**src/rtl/wdog_pkg.sv**
```systemverilog
// Package: shared widths for the bus master watchdog.
// Assumes the limit field forms the upper bits of the terminal count.
package wdog_pkg;
    localparam int unsigned LIMIT_W = 5;                 // programmed field width
    localparam int unsigned FRAC_W  = 3;                 // low bits below the field
    localparam int unsigned CNT_W   = LIMIT_W + FRAC_W;  // full counter width
endpackage

```
**src/rtl/wdog_limit_latch.sv**
```systemverilog
// Module: wdog_limit_latch
// Holds the limit used for the current transaction. It follows the
// programmed input while the bus is idle and freezes while a transaction
// is open. Assumes synchronous active-low reset.
module wdog_limit_latch #(
    parameter int unsigned LIMIT_W = wdog_pkg::LIMIT_W
) (
    input  logic               clk,
    input  logic               rst_n,
    input  logic               active_i,
    input  logic [LIMIT_W-1:0] limit_i,
    output logic [LIMIT_W-1:0] limit_o
);
    logic [LIMIT_W-1:0] lim_q;

    // Track the programmed value only outside a transaction.
    always_ff @(posedge clk) begin
        if (!rst_n) begin
            lim_q <= '0;
        end else if (!active_i) begin
            lim_q <= limit_i;
        end
    end

    assign limit_o = lim_q;
endmodule

```
**src/rtl/wdog_count.sv**
```systemverilog
// Module: wdog_count
// Counts active clocks without a completed data phase and flags the edge
// on which the count reaches limit * 2**FRAC_W. It fires once per
// transaction. Assumes the limit input stays stable during a transaction.
module wdog_count #(
    parameter int unsigned LIMIT_W = wdog_pkg::LIMIT_W,
    parameter int unsigned FRAC_W  = wdog_pkg::FRAC_W
) (
    input  logic               clk,
    input  logic               rst_n,
    input  logic               active_i,
    input  logic               done_i,
    input  logic [LIMIT_W-1:0] limit_i,
    output logic               expire_o
);
    localparam int unsigned CNT_W = LIMIT_W + FRAC_W;

    logic [CNT_W-1:0] cnt_q;
    logic             fired_q;
    logic [CNT_W:0]   next_cnt;
    logic [CNT_W:0]   term;
    logic             enabled;

    // Terminal count: the field shifted up past the low counter bits.
    always_comb begin
        term     = {1'b0, limit_i, {FRAC_W{1'b0}}};
        next_cnt = {1'b0, cnt_q} + 1'b1;
        enabled  = (limit_i != '0);
        expire_o = active_i && enabled && !fired_q && !done_i && (next_cnt == term);
    end

    // Advance, restart or hold the count; remember a firing until idle.
    always_ff @(posedge clk) begin
        if (!rst_n) begin
            cnt_q   <= '0;
            fired_q <= 1'b0;
        end else if (!active_i) begin
            cnt_q   <= '0;
            fired_q <= 1'b0;
        end else if (expire_o) begin
            cnt_q   <= next_cnt[CNT_W-1:0];
            fired_q <= 1'b1;
        end else if (done_i) begin
            cnt_q   <= '0;
        end else if (!fired_q && enabled) begin
            cnt_q   <= next_cnt[CNT_W-1:0];
        end
    end
endmodule

```
**src/rtl/wdog_err_flag.sv**
```systemverilog
// Module: wdog_err_flag
// Registers the abort pulse and keeps a sticky error flag. A set on
// the same edge as a clear wins. Assumes synchronous active-low reset.
module wdog_err_flag (
    input  logic clk,
    input  logic rst_n,
    input  logic expire_i,
    input  logic clear_i,
    output logic abort_o,
    output logic serr_o
);
    logic abort_q;
    logic serr_q;

    // One-clock abort request and sticky error, set over clear.
    always_ff @(posedge clk) begin
        if (!rst_n) begin
            abort_q <= 1'b0;
            serr_q  <= 1'b0;
        end else begin
            abort_q <= expire_i;
            if (expire_i) begin
                serr_q <= 1'b1;
            end else if (clear_i) begin
                serr_q <= 1'b0;
            end
        end
    end

    assign abort_o = abort_q;
    assign serr_o  = serr_q;
endmodule

```
**src/rtl/bus_master_wdog.sv**
```systemverilog
// Module: bus_master_wdog
// Top of the no-response watchdog. An edge with target ready and no retry
// counts as a completed data phase. Assumes all inputs are synchronous
// to clk.
module bus_master_wdog #(
    parameter int unsigned LIMIT_W = wdog_pkg::LIMIT_W,
    parameter int unsigned FRAC_W  = wdog_pkg::FRAC_W
) (
    input  logic               clk,
    input  logic               rst_n,
    input  logic [LIMIT_W-1:0] limit_i,
    input  logic               xact_active_i,
    input  logic               data_xfer_i,
    input  logic               retry_i,
    input  logic               err_clear_i,
    output logic               abort_o,
    output logic               serr_o
);
    logic [LIMIT_W-1:0] lim_cur;
    logic               phase_done;
    logic               expire;

    // A retry edge never completes a data phase.
    assign phase_done = data_xfer_i && !retry_i;

    wdog_limit_latch #(.LIMIT_W(LIMIT_W)) u_latch (
        .clk      (clk),
        .rst_n    (rst_n),
        .active_i (xact_active_i),
        .limit_i  (limit_i),
        .limit_o  (lim_cur)
    );

    wdog_count #(.LIMIT_W(LIMIT_W), .FRAC_W(FRAC_W)) u_count (
        .clk      (clk),
        .rst_n    (rst_n),
        .active_i (xact_active_i),
        .done_i   (phase_done),
        .limit_i  (lim_cur),
        .expire_o (expire)
    );

    wdog_err_flag u_flag (
        .clk      (clk),
        .rst_n    (rst_n),
        .expire_i (expire),
        .clear_i  (err_clear_i),
        .abort_o  (abort_o),
        .serr_o   (serr_o)
    );
endmodule

```
**config.mk**
```make
export PLATFORM = sky130hd
export DESIGN_NAME = bus_master_wdog
export DESIGN_NICKNAME = d
export VERILOG_FILES = /design/src/rtl/wdog_pkg.sv /design/src/rtl/wdog_limit_latch.sv /design/src/rtl/wdog_count.sv /design/src/rtl/wdog_err_flag.sv /design/src/rtl/bus_master_wdog.sv
export SDC_FILE = /design/constraint.sdc
export NUM_CORES = 1
export LEC_CHECK = 0
export ABC_AREA = 0
export BUFFER_PORTS_ARGS = -buffer_cell sky130_fd_sc_hd__buf_2
export CAP_MARGIN = 10
export CORE_UTILIZATION = 45
export CTS_CLUSTER_SIZE = 8
export DETAILED_ROUTE_END_ITERATION = 10
export PLACE_DENSITY = 0.75
export SLEW_MARGIN = 40
export SYNTH_ARGS = -nofsm -noshare
export SYNTH_HDL_FRONTEND = slang
export SYNTH_SLANG_ARGS = --single-unit
export TNS_END_PERCENT = 20
```
**constraint.sdc**
```tcl
create_clock -name clk -period 4.5 [get_ports clk]
set_input_delay 0.225 -clock clk [delete_from_list [all_inputs] [get_ports clk]]
set_output_delay 0.225 -clock clk [all_outputs]
set_load 0.01 [all_outputs]
```
==> results.json <==
{
  "cts_buffers": 3,
  "slowest_stage": "dfxtp_1",
  "drt-initial-drc-count": 6,
  "wl_per_cell_um": 12.38,
  "synthArstFlopShare_pct": 0,
  "grt_max_degree": 10,
  "ys_types": 29,
  "path_cells": "or3b_1 > a2111oi_2 > nor3_1 > nor4_2 > o21a_1",
  "clock_skew_ns": 0.009773,
  "drv_cap": 0,
  "clock_latency_ns": 0.30,
  "cts_max_level": 1,
  "hold_viol": 0,
  "clkSinkCount": 16,
  "ant_nets": 0,
  "layout_min_cycle_time_ns": 1.843,
  "via_per_inst": 5.236,
  "cp.arrival_ns": 2.09,
  "grt_use_total_pct": 17.62,
  "cp_max_fo": 8,
  "netlist_area_um2": 852.1,
  "period_share_pct": 40.95,
  "grt_pass1_wl_um": 2580,
  "status": "completed",
  "power_density_nw_per_um2": 288.3,
  "worstSetupStartpointType": "register",
  "core_um2": 1745,
  "vias": 665,
  "finalWirelength_um": 1572,
  "cts_tree": "built",
  "ys_warn_count": 0,
  "antenna_cells": 0,
  "first_pass_iters": 3,
  "clk_pin_slew_worst_paths_ns": 0.10,
  "clk_path_buf_depth": 2,
  "dieHeight_um": 45.52,
  "synth_edf_count": 0,
  "place_area_um2": 919.6,
  "drv_slew": 0,
  "tightest_slew_ns": 0.7599,
  "vdd_ir_drop_max_mv": 0.2310,
  "worstPathRequired_ns": 4.75,
  "final_area_um2": 955.9,
  "start_util_pct": 48.82,
  "fin_nets": 116,
  "post_cts_buffers": 0,
  "seq_area_um2": 320.3,
  "rsz0062_at_grt": "no",
  "tns_ns": 0,
  "fillers": 171,
  "gp_congestion": 0.8071,
  "synth_nets": 103,
  "ctsResizeCount": 0,
  "synth_cells": 90,
  "syn_area_per_cell_um2": 9.467,
  "cp-end-kind": "register",
  "ctsHoldBuffers": 0,
  "clockRootBuffer": "clkbuf_4",
  "synth_ff_type": "dfxtp_1",
  "synth-seq-cells": 16,
  "port_buffers": 12,
  "slew_headroom_pct": 49.34,
  "setup_viol": 0,
  "grt_pass1_vias": 586,
  "die_area_um2": 2072,
  "yosysSeqAreaShare_pct": 37.59,
  "multi_input_area_um2": 508.0,
  "drive_above_1_share_pct": 20.59,
  "gr-total-overflow": 0,
  "dp_hpwl_um": 1160,
  "mostFrequentLayoutCells": "dfxtp_1, buf_2, nor2_1, xor2_1, xnor2_1",
  "drc": 0,
  "die_w_um": 45.52,
  "antenna_found_initial": 0,
  "leakage_nw": 0.3938,
  "criticalPathCategory": "register to register",
  "ios": 13,
  "syn2layout_area_growth_pct": 12.19,
  "rows": 15,
  "clock.fmax_mhz": 542.7,
  "cpPeakStageDelay_ns": 0.47,
  "hp-class": "input pin to register",
  "final_common_cell": "dfxtp_1"
}
-- final timing paths --
kind,start,to,slack [ns],depth (start not counted)
setup / recovery,u_count.cnt_q[5],u_flag.serr_o,2.66,5
hold / removal,limit_i[0],u_latch.limit_o[0],0.17,3
setup reg to reg,u_count.cnt_q[5],u_flag.serr_o,2.66,5
hold reg to reg,u_count.fired_q,u_count.fired_q,0.53,1
-- cells by family (layout without fill, tap and decap cells) --
kind of cell | count (synthesis) | in the layout | synth area share [%]
AOI/OAI and AO/OA | 6 | 6 | 6.754
DFF | 16 | 16 | 37.59
buffers and inverters | 4 | 16 | 2.790
and+or+nand+nor | 40 | 40 | 26.43
muxes | 6 | 6 | 7.049
xor gates and xnor gates | 16 | 16 | 16.45
adders and majority gates | 2 | 2 | 2.936
-- state kept, by name, indices dropped and copies added (netlist names) --
| name | cells |
|---|---|
| u_count.cnt_q | 8 |
| u_latch.limit_o | 5 |
| u_count.fired_q | 1 |
| u_flag.abort_o | 1 |
| u_flag.serr_o | 1 |
-- stage by stage --
step / total power, mW / hold slack, ns / util [%] / setup WS, ns / std cells
floorplan: 0.1716 / 0.3425 / - / 2.801 / 90
global placement: 0.1800 / 0.4765 / 52.69 / 2.708 / 123
detailed placement: 0.1810 / 0.4882 / 52.69 / 2.668 / 123
CTS: 0.2771 / 0.1803 / 54.77 / 2.632 / 127
global route: 0.2872 / 0.1862 / 54.77 / 2.546 / 127
finish: 0.2756 / 0.1741 / 54.77 / 2.657 / 127
-- synth_stat cells, types with 2 or more instances --
cell type	n	area share [%]
nor2_1	10	4.4
xnor2_1	7	7.2
nor2b_1	6	4.4
mux2i_1	6	7.0
nor3_1	2	1.2
nand3_1	5	2.9
nand2_1	3	1.3
ha_1	2	2.9
dfxtp_1	16	38
nand4_1	5	3.7
xor2_1	9	9.3
clkbuf_1	2	0.88
-- worst max-delay path, delay by kind of cell (launching register included) --
kind,cells,cell delay (ns)
simple gates,3,0.86
flops,1,0.47
compound gates,2,0.47
-- report_power, final --
group	switching (mW)	internal, mW
combinational	0.0147	0.0138
sequential	0.00410	0.145
clock	0.0487	0.0494
total	0.0675	0.208
-- final cells by class --
cell class	count	share of cell area (%)
Multi-Input combinational cell	70	53.14
Timing Repair Buffer	12	6.283
Clock buffer	4	3.796
Tap cell	25	3.272
Sequential cell	16	33.51
-- per-layer routing --
metal  global-route usage (%)  wire length (um)  vias up  part of all wire, %
met4                    9.697                29        0                  1.8
met5                        0                 0        -                    0
met3                    4.365                33        2                  2.1
met2                    29.14               779        9                   50
li1                         -                 -      338                    -
met1                    20.64               729      316                   46
Power figures use the tool's default switching activity.
